--- config.mk ---
export PLATFORM = sky130hd
export DESIGN_NAME = flyby_burst_seq
export DESIGN_NICKNAME = d
export VERILOG_FILES = /design/src/rtl/fbs_pkg.sv /design/src/rtl/fbs_burst_calc.sv /design/src/rtl/fbs_be_gen.sv /design/src/rtl/fbs_progress.sv /design/src/rtl/flyby_burst_seq.sv
export SDC_FILE = /design/constraint.sdc
export NUM_CORES = 1
export LEC_CHECK = 0
export BUFFER_PORTS_ARGS = -buffer_cell sky130_fd_sc_hd__buf_2
export CAP_MARGIN = 20
export CORE_ASPECT_RATIO = 1.5
export CORE_MARGIN = 1.5
export CORE_UTILIZATION = 58
export DETAILED_ROUTE_END_ITERATION = 8
export GPL_ROUTABILITY_DRIVEN = 0
export PLACE_DENSITY = 0.92
export SLEW_MARGIN = 20
export SYNTH_ARGS = -nofsm -noshare
export SYNTH_HDL_FRONTEND = slang
export SYNTH_SLANG_ARGS = --single-unit
--- constraint.sdc ---
create_clock -name clk -period 8.05 [get_ports clk]
set_input_delay 1.61 -clock clk [delete_from_list [all_inputs] [get_ports clk]]
set_output_delay 1.61 -clock clk [all_outputs]
set_load 0.03 [all_outputs]
--- src/rtl/fbs_pkg.sv ---
package fbs_pkg;

   typedef enum logic [1:0] {
      ST_IDLE = 2'd0,
      ST_REQ  = 2'd1,
      ST_XFER = 2'd2,
      ST_DONE = 2'd3
   } seq_state_e;

   localparam int unsigned LANES = 4;

endpackage

--- src/rtl/fbs_burst_calc.sv ---
module fbs_burst_calc #(
   parameter int LEN_W     = 16,
   parameter int MAX_BURST = 16,
   parameter int CNT_W     = 5,
   parameter bit USE_PLIM  = 1'b1
) (
   input  logic [1:0]       off,
   input  logic [LEN_W-1:0] rem,
   input  logic [CNT_W-1:0] plim,
   output logic [LEN_W-1:0] words_left,
   output logic [CNT_W-1:0] burst_n
);
   localparam int SUM_W = LEN_W + 2;

   logic [SUM_W-1:0] span;
   logic [CNT_W-1:0] cap;

   assign span       = {2'b00, rem} + SUM_W'(off) + SUM_W'(3);
   assign words_left = span[SUM_W-1:2];

   generate
      if (USE_PLIM) begin : g_plim
         assign cap = (plim != '0 && plim < CNT_W'(MAX_BURST)) ? plim
                                                               : CNT_W'(MAX_BURST);
      end else begin : g_fixed
         assign cap = CNT_W'(MAX_BURST);
      end
   endgenerate

   assign burst_n = (words_left < LEN_W'(cap)) ? CNT_W'(words_left) : cap;

endmodule

--- src/rtl/fbs_be_gen.sv ---
module fbs_be_gen #(
   parameter int LEN_W = 16,
   parameter int CNT_W = 5
) (
   input  logic             active,
   input  logic [1:0]       off,
   input  logic [LEN_W-1:0] rem,
   input  logic [LEN_W-1:0] words_left,
   input  logic [CNT_W-1:0] beat_idx,
   output logic [3:0]       be
);
   logic [1:0] end_off;
   logic       first_w;
   logic       last_w;
   logic [3:0] lo_mask;
   logic [3:0] hi_mask;

   assign end_off = off + rem[1:0];
   assign first_w = (beat_idx == '0);
   assign last_w  = (LEN_W'(beat_idx) == words_left - LEN_W'(1));
   assign lo_mask = 4'hF << off;
   assign hi_mask = (end_off == 2'd0) ? 4'hF : ~(4'hF << end_off);

   always_comb begin
      be = 4'h0;
      if (active) begin
         be = 4'hF;
         if (first_w) be = be & lo_mask;
         if (last_w)  be = be & hi_mask;
      end
   end

endmodule

--- src/rtl/fbs_progress.sv ---
module fbs_progress #(
   parameter int ADDR_W = 32,
   parameter int LEN_W  = 16,
   parameter int CNT_W  = 5
) (
   input  logic              clk,
   input  logic              rst_n,
   input  logic              load,
   input  logic [ADDR_W-1:0] ld_addr,
   input  logic [LEN_W-1:0]  ld_len,
   input  logic              adv,
   input  logic [CNT_W-1:0]  words,
   output logic [ADDR_W-1:0] addr,
   output logic [LEN_W-1:0]  rem,
   output logic [LEN_W-1:0]  rem_after
);
   localparam int RAW_W = CNT_W + 2;
   localparam int XW    = (LEN_W > RAW_W) ? LEN_W : RAW_W;

   logic [XW-1:0] raw;
   logic [XW-1:0] rem_x;
   logic [XW-1:0] moved;

   assign raw   = XW'({words, 2'b00}) - XW'(addr[1:0]);
   assign rem_x = XW'(rem);

   always_comb begin
      if (words == '0)        moved = '0;
      else if (raw < rem_x)   moved = raw;
      else                    moved = rem_x;
   end

   assign rem_after = rem - LEN_W'(moved);

   always_ff @(posedge clk) begin
      if (!rst_n) begin
         addr <= '0;
         rem  <= '0;
      end else if (load) begin
         addr <= ld_addr;
         rem  <= ld_len;
      end else if (adv) begin
         addr <= addr + ADDR_W'(moved);
         rem  <= rem_after;
      end
   end

   assert_rem_descends_R7: assert property (@(posedge clk) disable iff (!rst_n)
      !load |=> (rem <= $past(rem)));

endmodule

--- src/rtl/flyby_burst_seq.sv ---
module flyby_burst_seq
   import fbs_pkg::*;
#(
   parameter int ADDR_W    = 32,
   parameter int LEN_W     = 16,
   parameter int MAX_BURST = 16,
   parameter bit USE_PLIM  = 1'b1,
   parameter bit TO_MEM    = 1'b1
) (
   input  logic                             clk,
   input  logic                             rst_n,
   input  logic                             start,
   input  logic [ADDR_W-1:0]                start_addr,
   input  logic [LEN_W-1:0]                 byte_len,
   input  logic                             abort,
   input  logic [$clog2(MAX_BURST+1)-1:0]   periph_max,
   output logic                             bus_req,
   input  logic                             bus_gnt,
   input  logic                             beat_valid,
   input  logic                             burst_stop,
   output logic [ADDR_W-1:0]                burst_addr,
   output logic [$clog2(MAX_BURST+1)-1:0]   burst_words,
   output logic [3:0]                       byte_en,
   output logic                             xfer_dir,
   output logic                             busy,
   output logic                             done
);
   localparam int CNT_W = $clog2(MAX_BURST + 1);

   initial begin
      assert (MAX_BURST >= 1) else $error("MAX_BURST must be at least 1");
      assert (LEN_W >= 3 && LEN_W > CNT_W) else $error("LEN_W too small for MAX_BURST");
      assert (ADDR_W >= LEN_W) else $error("ADDR_W must cover LEN_W");
   end

   seq_state_e       state_q, state_d;
   logic [CNT_W-1:0] beat_q;
   logic [CNT_W-1:0] bw_q;
   logic             abort_q;

   logic [ADDR_W-1:0] cur_addr;
   logic [LEN_W-1:0]  cur_rem;
   logic [LEN_W-1:0]  rem_after;
   logic [LEN_W-1:0]  words_left;
   logic [CNT_W-1:0]  calc_n;
   logic [CNT_W-1:0]  words_moved;
   logic              in_xfer;
   logic              in_req;
   logic              load;
   logic              burst_end;

   assign in_xfer     = (state_q == ST_XFER);
   assign in_req      = (state_q == ST_REQ);
   assign load        = (state_q == ST_IDLE) && start;
   assign words_moved = beat_q + CNT_W'(beat_valid);
   assign burst_end   = in_xfer &&
                        (burst_stop || (beat_valid && beat_q == bw_q - CNT_W'(1)));

   fbs_progress #(.ADDR_W(ADDR_W), .LEN_W(LEN_W), .CNT_W(CNT_W)) u_prog (
      .clk       (clk),
      .rst_n     (rst_n),
      .load      (load),
      .ld_addr   (start_addr),
      .ld_len    (byte_len),
      .adv       (burst_end),
      .words     (words_moved),
      .addr      (cur_addr),
      .rem       (cur_rem),
      .rem_after (rem_after)
   );

   fbs_burst_calc #(.LEN_W(LEN_W), .MAX_BURST(MAX_BURST), .CNT_W(CNT_W),
                    .USE_PLIM(USE_PLIM)) u_calc (
      .off        (cur_addr[1:0]),
      .rem        (cur_rem),
      .plim       (periph_max),
      .words_left (words_left),
      .burst_n    (calc_n)
   );

   fbs_be_gen #(.LEN_W(LEN_W), .CNT_W(CNT_W)) u_be (
      .active     (in_xfer),
      .off        (cur_addr[1:0]),
      .rem        (cur_rem),
      .words_left (words_left),
      .beat_idx   (beat_q),
      .be         (byte_en)
   );

   always_comb begin
      state_d = state_q;
      unique case (state_q)
         ST_IDLE: if (start) state_d = (byte_len == '0) ? ST_DONE : ST_REQ;
         ST_REQ: begin
            if (abort)        state_d = ST_IDLE;
            else if (bus_gnt) state_d = ST_XFER;
         end
         ST_XFER: begin
            if (burst_end) begin
               if (rem_after == '0)        state_d = ST_DONE;
               else if (abort_q || abort)  state_d = ST_IDLE;
               else                        state_d = ST_REQ;
            end
         end
         ST_DONE: state_d = ST_IDLE;
         default: state_d = ST_IDLE;
      endcase
   end

   always_ff @(posedge clk) begin
      if (!rst_n) begin
         state_q <= ST_IDLE;
         beat_q  <= '0;
         bw_q    <= '0;
         abort_q <= 1'b0;
      end else begin
         state_q <= state_d;
         if (in_req && bus_gnt) begin
            beat_q <= '0;
            bw_q   <= calc_n;
         end else if (in_xfer && beat_valid) begin
            beat_q <= words_moved;
         end
         if (state_q == ST_IDLE)   abort_q <= 1'b0;
         else if (abort)           abort_q <= 1'b1;
      end
   end

   assign bus_req     = in_req || in_xfer;
   assign busy        = (state_q != ST_IDLE);
   assign done        = (state_q == ST_DONE);
   assign burst_addr  = {cur_addr[ADDR_W-1:2], 2'b00};
   assign burst_words = in_xfer ? bw_q : calc_n;
   assign xfer_dir    = TO_MEM;

   assert_done_pulse_R9: assert property (@(posedge clk) disable iff (!rst_n)
      done |=> !done);

   assert_burst_cap_R2: assert property (@(posedge clk) disable iff (!rst_n)
      bus_req |-> (burst_words != '0 && burst_words <= CNT_W'(MAX_BURST)));

   assert_grant_first_R3: assert property (@(posedge clk) disable iff (!rst_n)
      $rose(in_xfer) |-> $past(bus_gnt));

   assert_addr_hold_R4: assert property (@(posedge clk) disable iff (!rst_n)
      (in_xfer && !burst_end) |=> $stable(burst_addr));

   assert_lane_live_R5: assert property (@(posedge clk) disable iff (!rst_n)
      in_xfer |-> (byte_en != 4'h0));

   assert_zero_len_R8: assert property (@(posedge clk) disable iff (!rst_n)
      (load && byte_len == '0) |=> (done && !bus_req));

endmodule

==> insert_results.sql <==
INSERT INTO impl_metrics (metric_group, metric, value, unit) VALUES
('run_status', 'status', 'finished clean', ''),
('setup_path', 'worst_setup_path_startpoint', 'beat_valid', ''),
('logic_synthesis', 'yosys_reg_bits', '61', ''),
('logic_synthesis', 'synthesis.instances', '944', ''),
('clocking', 'cts_htree_levels', '3', ''),
('routing', 'maxUsedRoutingLayer', 'met4', ''),
('clocking', 'hold_buffers', '0', ''),
('sta', 'worst-slew-pin-transition', '1.10', 'ns'),
('power_and_ir_drop', 'power.ir.vdd_worst', '0.206', 'mV'),
('clocking', 'cts.repair.resized', '0', ''),
('setup_path', 'cp.arrival', '7.81', 'ns'),
('setup_path', 'critPathSlowestCell', 'a31oi_1', ''),
('setup_path', 'setup.worst_path.start_class', 'input pin', ''),
('global_route', 'vias_in_the_first_global_route', '7054', ''),
('global_route', 'maximum_number_of_pins_on_one_net_before_global_route_repair', '73', ''),
('floorplanning', 'die_width', '92.8', 'um'),
('floorplanning', 'fp.coreArea', '11900', 'um^2'),
('routing', 'met2RoutedLength', '10000', 'um'),
('logic_synthesis', 'netlist.top_cell.by_area', 'dfxtp_1', ''),
('clocking', 'insertion_delay', '0.35', 'ns'),
('sta', 'layout_min_cycle_time', '7.57', 'ns'),
('routing', 'route.vias.total', '7418', ''),
('logic_synthesis', 'synth.yosys.seq_area_share', '17.4', '%'),
('setup_path', 'critical_path_peak_fanout', '12', ''),
('cells_and_area', 'layout.nets', '1120', ''),
('floorplanning', 'start_util', '59.0', '%'),
('routing', 'initialDrtViolationCount', '473', ''),
('flow_run', 'max_cap_viol_count', '0', ''),
('routing', 'wl_met3', '1140', 'um'),
('sta', 'fmax', '132', 'MHz'),
('placed_design', 'place_area', '7360', 'um^2'),
('floorplanning', 'boundaryPins', '105', ''),
('routing', 'detail_route.wirelength.met1', '7550', 'um'),
('sta', 'worst_clock_skew', '0.00656', 'ns'),
('routing', 'drc', '0', ''),
('logic_synthesis', 'synth_top_cells_by_count', '78 x nand2_1, 74 x nor2_1, 65 x ha_1, 64 x inv_1, 61 x dfxtp_1', ''),
('global_route', 'grt-ovfl-total', '0', ''),
('setup_path', 'endpoint_kind', 'register', ''),
('global_route', 'grtUsageTotal', '31.6', '%'),
('logic_synthesis', 'synthesis.area', '7020', 'um^2'),
('logic_synthesis', 'postSynth.topFlopCell', 'dfxtp_1', ''),
('setup_path', 'crit-reg2reg-launch', 'beat_q[0]', ''),
('clocking', 'clk_pin_slew', '0.05', 'ns'),
('logic_synthesis', 'async_flop_share', '0', '%'),
('clocking', 'clockRootBuffer', 'clkbuf_16', ''),
('floorplanning', 'placementRows', '49', ''),
('logic_synthesis', 'yosysUniqueCellTypes', '83', ''),
('min_path', 'hp-class', 'register to register', ''),
('clocking', 'clock_sink_count', '61', ''),
('global_route', 'grt_antenna_before_repair', '0', ''),
('routing', 'first_pass_iters', '5', ''),
('setup_path', 'cp_common_cell', 'ha_1', ''),
('sta', 'report.final.slew_viol_count', '0', ''),
('logic_synthesis', 'synth-edff-count', '0', ''),
('routing', 'final_antenna_net_count', '0', ''),
('sta', 'hold_violations', '0', ''),
('routing', 'detail_route.vias_per_cell', '6.45', ''),
('floorplanning', 'floorplan.die.height', '138', 'um'),
('power_and_ir_drop', 'powerDensity', '229', 'nW/um^2'),
('global_route', 'first_pass_grt_wire_length', '32300', 'um'),
('logic_synthesis', 'yosys_warn_count', '0', ''),
('sta', 'setup_viol', '0', ''),
('clocking', 'numCtsBuffers', '9', ''),
('power_and_ir_drop', 'leakage_component_of_the_power', '3.35', 'nW'),
('clocking', 'tritoncts_clock_tree', 'built', ''),
('min_path', 'min-delay-start', 'u_prog.addr[10]', ''),
('routing', 'drt-wirelength-per-cell', '17.5', 'um'),
('sta', 'max-slew-margin-rel', '26.8', '%'),
('placed_design', 'dpl.hpwl', '15000', 'um'),
('floorplanning', 'floorplan.die_area', '12800', 'um^2'),
('setup_path', 'crit_type', 'input pin to register', '');
per-layer routing:
| metal | vias to the layer above | track usage [%] |
|---|---|---|
| met4 | 0 | 24.5 |
| met1 | 3431 | 33.6 |
| met3 | 114 | 4.58 |
| li1 | 3493 | - |
| met5 | - | 0 |
| met2 | 380 | 55.4 |
worst paths after layout:
kind / slack [ns] / cells past startpoint / end
max: 0.48 / 25 / state_q[1]
min: 0.50 / 2 / u_prog.addr[10]
max reg2reg: 1.41 / 24 / state_q[1]
min reg2reg: 0.50 / 2 / u_prog.addr[10]
power by group:
part | switching, W | internal, W | leakage, nW | total [W]
sequential | 0.0000639 | 0.000344 | 0.503 | 0.000408
combinational | 0.000572 | 0.000373 | 2.70 | 0.000946
clock | 0.000159 | 0.000240 | 0.146 | 0.000399
total | 0.000795 | 0.000958 | 3.35 | 0.00175
state kept, by name (all words and copies together) (netlist names):
register and count:
u_prog.rem 16, u_prog.addr 32, abort_q 1, beat_q 5, bw_q 5, state_q 2
metrics by stage:
stage                     worst slack (ns)  hold slack, ns  total power [W]  cells  util, %
after floorplan                      0.800           0.466          0.00115    945        -
after global placement               0.598           0.483          0.00130   1134     61.9
after detailed placement             0.294           0.494          0.00133   1134     61.9
after CTS                            0.565           0.501          0.00173   1150     64.4
after global routing                0.0930           0.557          0.00186   1150     64.4
final                                0.482           0.500          0.00175   1150     64.4
cell families after synthesis:
kind of cell	count (synthesis)	synth area share, %
AND/OR/NAND/NOR	333	24.3
multiplexers	16	2.35
other	2	0.107
buffers and inverters	137	9.36
flip-flops	61	17.4
AO/OA/AOI/OAI	260	25.2
XOR/XNOR	67	8.79
adder cells (fa/ha/maj)	68	12.4
area by class of cell:
type | count | area, um^2
flip-flops and latches | 61 | 1220
clock buffers | 9 | 225
fillers | 1020 | 4240
repair buffers | 107 | 551
well taps | 153 | 191
multi-input cells | 747 | 5150
clock inverters | 7 | 73.8
inverters | 66 | 248
worst max-delay path: cells and delay by family:
family,cells,cell delay (ns)
adder cells (fa/ha/maj),4,1.21
buffers and inverters,2,0.33
AND/OR/NAND/NOR,8,1.73
AO/OA/AOI/OAI,11,2.90
placed cells by master (no fill, tap or decap), drive strengths merged, types with 15 or more instances in the layout:
master,instances
a211oi,24
a21o,17
a21oi,58
nand3,39
nand2,78
buf,107
o21ai,56
dfxtp,61
nor3,33
inv,65
xor2,16
xnor2,50
a31oi,18
nor2,75
ha,65
or2,15
nand4,19
Note: power is estimated with default switching activity, not from simulation.
